[src/rtl/cpe_pkg.sv]
package cpe_pkg;
   typedef enum logic [1:0] {
      SC_NULL  = 2'b00,
      SC_DATA  = 2'b01,
      SC_PILOT = 2'b10,
      SC_RSVD  = 2'b11
   } sc_kind_e;
endpackage

[src/rtl/cpe_np_decode.sv]
module cpe_np_decode #(
   parameter int MAX_NP = 8,
   parameter int NPW    = $clog2(MAX_NP) + 1,
   parameter int SHW    = $clog2(MAX_NP) + 1
) (
   input  logic [NPW-1:0] np_cnt,
   output logic [SHW-1:0] shift,
   output logic           bad
);
   localparam int LOG2MAX = $clog2(MAX_NP);

   always_comb begin
      bad   = 1'b1;
      shift = '0;
      for (int i = 0; i <= LOG2MAX; i++) begin
         if (np_cnt == NPW'(1 << i)) begin
            bad   = 1'b0;
            shift = SHW'(i);
         end
      end
   end


   always_comb begin
      if (!bad) begin
         np_shift_chk: assert ((NPW'(1) << shift) == np_cnt);
      end
   end
endmodule

[src/rtl/cpe_pilot_acc.sv]
module cpe_pilot_acc
   import cpe_pkg::*;
#(
   parameter int DW  = 8,
   parameter int SW  = 12,
   parameter int SHW = 4
) (
   input  logic                 clk,
   input  logic                 rst,
   input  logic                 beat,
   input  logic                 last,
   input  sc_kind_e             kind,
   input  logic signed [DW-1:0] re,
   input  logic signed [DW-1:0] im,
   input  logic [SHW-1:0]       shift,
   input  logic                 bypass,
   output logic signed [SW-1:0] est_c,
   output logic signed [SW-1:0] est_s
);
   logic signed [SW-1:0] sum_re, sum_im;
   logic signed [SW-1:0] tot_re, tot_im;
   logic signed [SW-1:0] re_x, im_x;

   assign re_x = {{(SW-DW){re[DW-1]}}, re};
   assign im_x = {{(SW-DW){im[DW-1]}}, im};

   always_comb begin
      tot_re = sum_re;
      tot_im = sum_im;
      if (kind == SC_PILOT) begin
         tot_re = sum_re + re_x;
         tot_im = sum_im + im_x;
      end
      if (bypass) begin
         est_c = SW'(1);
         est_s = '0;
      end else begin
         est_c = tot_re >>> shift;
         est_s = tot_im >>> shift;
      end
   end

   always_ff @(posedge clk) begin
      if (rst) begin
         sum_re <= '0;
         sum_im <= '0;
      end else if (beat) begin
         if (last) begin
            sum_re <= '0;
            sum_im <= '0;
         end else begin
            sum_re <= tot_re;
            sum_im <= tot_im;
         end
      end
   end
endmodule

[src/rtl/cpe_conj_mult.sv]
module cpe_conj_mult #(
   parameter int DW = 8,
   parameter int SW = 12,
   parameter int PW = 21
) (
   input  logic signed [DW-1:0] a,
   input  logic signed [DW-1:0] b,
   input  logic signed [SW-1:0] c,
   input  logic signed [SW-1:0] s,
   output logic signed [PW-1:0] pr,
   output logic signed [PW-1:0] pi
);
   logic signed [PW-1:0] ax, bx, cx, sx;

   assign ax = {{(PW-DW){a[DW-1]}}, a};
   assign bx = {{(PW-DW){b[DW-1]}}, b};
   assign cx = {{(PW-SW){c[SW-1]}}, c};
   assign sx = {{(PW-SW){s[SW-1]}}, s};

   assign pr = ax * cx + bx * sx;
   assign pi = bx * cx - ax * sx;


   always_comb begin
      if (c == SW'(1) && s == '0) begin
         pass_chk: assert (pr == ax && pi == bx);
      end
   end
endmodule

[src/rtl/cpe_tracker.sv]
module cpe_tracker
   import cpe_pkg::*;
#(
   parameter int NSC    = 16,
   parameter int DW     = 8,
   parameter int MAX_NP = 8
) (
   input  logic                                 clk,
   input  logic                                 rst,
   input  logic [2*DW-1:0]                      s_tdata,
   input  logic                                 s_tvalid,
   input  logic                                 s_tlast,
   output logic                                 s_tready,
   input  logic [2*NSC-1:0]                     alloc_vec,
   input  logic [$clog2(MAX_NP):0]              np_cnt,
   output logic [2*(2*DW+$clog2(NSC)+1)-1:0]    m_tdata,
   output logic                                 m_tvalid,
   output logic                                 m_tlast,
   input  logic                                 m_tready,
   output logic                                 cfg_err
);
   localparam int IW  = $clog2(NSC);
   localparam int SW  = DW + IW;
   localparam int PW  = DW + SW + 1;
   localparam int NPW = $clog2(MAX_NP) + 1;
   localparam int SHW = $clog2(MAX_NP) + 1;

   generate
      if ((MAX_NP & (MAX_NP - 1)) != 0) begin : g_np_pow2
         $error("MAX_NP must be a power of two");
      end
      if (NSC < 2) begin : g_nsc_min
         $error("NSC must be at least 2");
      end
      if (MAX_NP > NSC) begin : g_np_fit
         $error("MAX_NP cannot exceed NSC");
      end
   endgenerate

   logic signed [DW-1:0] re_mem [2][NSC];
   logic signed [DW-1:0] im_mem [2][NSC];
   sc_kind_e             kind_mem [2][NSC];
   logic [IW-1:0]        len_m1 [2];
   logic [IW-1:0]        lastd [2];
   logic signed [SW-1:0] est_c_b [2];
   logic signed [SW-1:0] est_s_b [2];
   logic [1:0]           full;

   logic          wsel, rsel;
   logic [IW-1:0] widx, rptr;
   logic [IW-1:0] lastd_run;

   logic                 beat;
   sc_kind_e             kind_in;
   logic signed [DW-1:0] in_re, in_im;
   logic [SHW-1:0]       np_shift;
   logic                 np_bad;
   logic signed [SW-1:0] est_c_n, est_s_n;

   assign in_re    = s_tdata[DW-1:0];
   assign in_im    = s_tdata[2*DW-1:DW];
   assign kind_in  = sc_kind_e'(alloc_vec[{widx, 1'b0} +: 2]);
   assign s_tready = !full[wsel];
   assign beat     = s_tvalid && s_tready;

   cpe_np_decode #(.MAX_NP(MAX_NP), .NPW(NPW), .SHW(SHW)) np_dec_i (
      .np_cnt (np_cnt),
      .shift  (np_shift),
      .bad    (np_bad)
   );

   cpe_pilot_acc #(.DW(DW), .SW(SW), .SHW(SHW)) acc_i (
      .clk    (clk),
      .rst    (rst),
      .beat   (beat),
      .last   (s_tlast),
      .kind   (kind_in),
      .re     (in_re),
      .im     (in_im),
      .shift  (np_shift),
      .bypass (np_bad),
      .est_c  (est_c_n),
      .est_s  (est_s_n)
   );

   always_ff @(posedge clk) begin
      if (rst) cfg_err <= 1'b0;
      else     cfg_err <= np_bad;
   end

   // capture side
   always_ff @(posedge clk) begin
      if (rst) begin
         wsel      <= 1'b0;
         widx      <= '0;
         lastd_run <= '0;
      end else if (beat) begin
         if (s_tlast) begin
            wsel      <= !wsel;
            widx      <= '0;
            lastd_run <= '0;
         end else begin
            widx <= widx + 1'b1;
            if (kind_in == SC_DATA) lastd_run <= widx;
         end
      end
   end

   always_ff @(posedge clk) begin
      if (beat) begin
         re_mem[wsel][widx]   <= in_re;
         im_mem[wsel][widx]   <= in_im;
         kind_mem[wsel][widx] <= kind_in;
         if (s_tlast) begin
            len_m1[wsel]  <= widx;
            lastd[wsel]   <= (kind_in == SC_DATA) ? widx : lastd_run;
            est_c_b[wsel] <= est_c_n;
            est_s_b[wsel] <= est_s_n;
         end
      end
   end

   // read side
   sc_kind_e cur_kind;
   logic     adv, done;

   assign cur_kind = kind_mem[rsel][rptr];
   assign m_tvalid = full[rsel] && (cur_kind == SC_DATA);
   assign adv      = full[rsel] && (!m_tvalid || m_tready);
   assign done     = adv && (rptr == len_m1[rsel]);
   assign m_tlast  = m_tvalid && (rptr == lastd[rsel]);

   always_ff @(posedge clk) begin
      if (rst) begin
         rsel <= 1'b0;
         rptr <= '0;
      end else if (adv) begin
         if (done) begin
            rsel <= !rsel;
            rptr <= '0;
         end else begin
            rptr <= rptr + 1'b1;
         end
      end
   end

   always_ff @(posedge clk) begin
      if (rst) begin
         full <= '0;
      end else begin
         for (int b = 0; b < 2; b++) begin
            if (beat && s_tlast && wsel == b[0]) full[b] <= 1'b1;
            else if (done && rsel == b[0])       full[b] <= 1'b0;
         end
      end
   end

   logic signed [PW-1:0] out_re, out_im;

   cpe_conj_mult #(.DW(DW), .SW(SW), .PW(PW)) mult_i (
      .a  (re_mem[rsel][rptr]),
      .b  (im_mem[rsel][rptr]),
      .c  (est_c_b[rsel]),
      .s  (est_s_b[rsel]),
      .pr (out_re),
      .pi (out_im)
   );

   assign m_tdata = {out_im, out_re};


   stall_hold_chk: assert property (@(posedge clk) disable iff (rst)
      m_tvalid && !m_tready |=> m_tvalid && $stable(m_tdata) && $stable(m_tlast));


   busy_pair_chk: assert property (@(posedge clk) disable iff (rst)
      !s_tready |-> full[rsel] && full[!rsel]);


   len_bound_chk: assert property (@(posedge clk) disable iff (rst)
      s_tvalid && widx == IW'(NSC - 1) |-> s_tlast);


   last_tail_chk: assert property (@(posedge clk) disable iff (rst)
      m_tvalid && m_tready && m_tlast |=> !(m_tvalid && rsel == $past(rsel)));
endmodule

[config.mk]
export PLATFORM = sky130hd
export DESIGN_NAME = cpe_tracker
export DESIGN_NICKNAME = d
export VERILOG_FILES = /design/src/rtl/cpe_pkg.sv /design/src/rtl/cpe_np_decode.sv /design/src/rtl/cpe_pilot_acc.sv /design/src/rtl/cpe_conj_mult.sv /design/src/rtl/cpe_tracker.sv
export SDC_FILE = /design/constraint.sdc
export NUM_CORES = 2
export LEC_CHECK = 0
export BUFFER_PORTS_ARGS = -buffer_cell sky130_fd_sc_hd__buf_2
export CELL_PAD_IN_SITES_DETAIL_PLACEMENT = 0
export CELL_PAD_IN_SITES_GLOBAL_PLACEMENT = 1
export CORE_ASPECT_RATIO = 2
export CORE_MARGIN = 5
export CORE_UTILIZATION = 45
export DETAILED_ROUTE_END_ITERATION = 8
export GPL_TIMING_DRIVEN = 1
export HOLD_SLACK_MARGIN = 0.06
export PLACE_DENSITY = 0.67
export SLEW_MARGIN = 20
export SYNTH_ARGS = -nofsm -noshare
export SYNTH_HDL_FRONTEND = slang
export SYNTH_SLANG_ARGS = --single-unit
[constraint.sdc]
create_clock -name clk -period 14.9 [get_ports clk]
set_input_delay 3.725 -clock clk [delete_from_list [all_inputs] [get_ports clk]]
set_output_delay 3.725 -clock clk [all_outputs]
set_load 0.02 [all_outputs]
==> impl_metrics.json <==
{
  "status": "completed",
  "period_share": 0.902,
  "vias_per_cell": 5.51,
  "cts.sinks": 682,
  "syn_nets": 3922,
  "grt_overflow_total": 0,
  "worst_clock_skew_ps": 18.7,
  "synth_area_per_cell_sq_um": 13.0,
  "max_freq_ghz": 0.0744,
  "cpPeakStageDelay_ps": 890,
  "dp_hpwl_mm": 73.1,
  "start_util": 0.452,
  "yosysTopAreaCellShare": 0.444,
  "slew_headroom": 0.245,
  "post_drt_wl_per_cell_um": 22.7,
  "ant_nets": 0,
  "drive_gt1_frac": 0.165,
  "cts_buffers": 68,
  "cts.htree.levels": 3,
  "dieArea_sq_um": 103000,
  "row_count": 161,
  "netlist_instances": 3330,
  "clkTransAtPathRegs_ps": 60,
  "synth_top_area_cell": "edfxtp_1",
  "yosysWarnings": 0,
  "critical-path-slowest-cell": "dfxtp_4",
  "hold_buffers": 0,
  "worst_slew_pin_slew_ps": 1110,
  "drtPass1Iterations": 7,
  "ys_seq_elements": 682,
  "final_net_count": 4041,
  "ctsResizeCount": 0,
  "r2r_slack_ps": 10880,
  "dp_cells": 4600,
  "crit_buf_inv": 7,
  "maxCapViolCount": 0,
  "die_h_um": 449,
  "yosys-top-cells-count": "edfxtp_1, inv_1, nor2_1",
  "hold_viol": 0,
  "io_buffers": 102,
  "cts.path.max_buffers": 3,
  "drtIter0Drc": 2112,
  "die_w_um": 229,
  "place_congestion": 0.803,
  "via_count": 26000,
  "grt_max_degree": 43,
  "root_buffer": "clkbuf_16",
  "tns_ps": 0,
  "crit_family": "adder cells",
  "rsz0062_at_grt": "false",
  "clkLatencyLatePin_ps": 610,
  "track_usage": 0.210,
  "synth_area_leaders": "edfxtp_1, fa_1, mux4_2",
  "synth.most_common_cell": "edfxtp_1",
  "grt_pass1_wl_mm": 167,
  "arrival_ps": 9710,
  "cts_setup_buffers": 0,
  "cp_common_cell": "fa_1",
  "yosysSeqAreaShare": 0.463,
  "critPathLaunchType": "register",
  "antenna_found_initial": 4,
  "finalNonFillerCells": 4717,
  "async_flop_share": 0,
  "synth_edf_count": 640,
  "grt_pass1_vias": 27500,
  "finalMaxSlewViolations": 0,
  "hp-class": "register to register",
  "cp.required_ps": 11180,
  "crit_path_end_kind": "output port",
  "path_class": "register to output port",
  "drt_drc_violations_left": 0,
  "core-area_sq_um": 95900,
  "cts_tree": "done",
  "synthFlopType": "edfxtp_1",
  "timing.final.setup_violations": 0,
  "synth_area_sq_um": 43300,
  "routed_wl_mm": 107,
  "io_pins": 103,
  "synth_cell_types": 70,
  "fin_crit_ps": 13440,
  "worstPathMaxFanout": 42,
  "syn_to_final_growth_pct": 10.2
}
==> worst paths after layout <==
| kind | from | endpoint | depth (start not counted) |
|---|---|---|---|
| max | register | m_tdata[19] | 31 |
| min | acc_i.sum_im[10]$_SDFFE_PP0P_ | acc_i.sum_im[10]$_SDFFE_PP0P_ | 2 |
| max reg2reg | widx[2]$_SDFFE_PP0P_ | est_s_b[0][2]$_DFFE_PP_ | 8 |
| min reg2reg | acc_i.sum_im[10]$_SDFFE_PP0P_ | acc_i.sum_im[10]$_SDFFE_PP0P_ | 2 |
==> layout make-up <==
class	count	area [sq um]
well taps	1222	1530
multi-input cells	2050	21100
clock buffers	79	1740
repair buffers	181	1180
fillers	8338	48200
clock inverters	36	364
flip-flops and latches	682	20100
diodes	1	2.50
inverters	466	1750
==> metal layers <==
layer  track usage  vias up  share of wire
met3        0.0265      100          0.054
met2         0.358      682           0.50
li1              -    11900              -
met5             0        -              0
met4        0.0437        0          0.019
met1         0.292    13300           0.43
==> cells in the final DEF (no fill, tap or decap), types with 11 or more instances in the layout <==
cell type and n:
inv_1 466, clkbuf_1 11, a21o_1 26, fa_1 320
nor2_2 13, mux4_2 173, clkbuf_16 68, o32ai_1 16
o21a_1 16, xnor2_1 111, buf_2 102, dfxtp_1 37
mux2i_1 62, clkinv_1 15, a21oi_1 92, nor2_4 20
o21ai_0 56, nor2_1 403, a31oi_1 12, nand2_1 79
mux2i_2 18, edfxtp_1 640, a22oi_1 15, nand3_1 31
nor2b_1 66, or2_2 58, ha_1 215, a211oi_1 20
or3_1 15, xor2_1 25, nor3_1 40, nand2b_1 13
buf_4 73
==> stage by stage <==
step	worst slack (ps)	cell area (sq um)	util	hold slack (ps)
detailed placement	2030	45600	0.476	478
finish	1460	47700	0.498	479
floorplan	3460	43300	-	424
global route	712	47700	0.498	524
CTS	1330	47700	0.498	487
global placement	2080	45600	0.476	465
==> worst min-delay path, delay by kind of cell (launching register included) <==
family / cells / cell delay [ps]
and+or+nand+nor: 1 / 60
AOI/OAI and AO/OA: 1 / 50
DFF: 1 / 330
==> registers in the layout, summed over array words and instances, names as in the netlist, named ones only <==
register      cells
acc_i.sum_re     12
est_c_b          24
est_s_b          24
kind_mem         64
im_mem          256
rsel              1
cfg_err           1
lastd_run         4
rptr              4
re_mem          256
full              2
wsel              1
acc_i.sum_im     12
len_m1            8
widx              4
lastd             8
==> cells by family after synthesis <==
family                   share of synthesized area
AO/OA/AOI/OAI                               0.0519
XOR/XNOR                                    0.0275
adder cells (fa/ha/maj)                      0.210
buffers and inverters                       0.0552
flip-flops                                   0.463
multiplexers                                 0.110
AND/OR/NAND/NOR                             0.0819
Power is left out: the tool's default activity adds up to more than one toggle a clock period on the data nets, which glitch-free logic cannot reach.
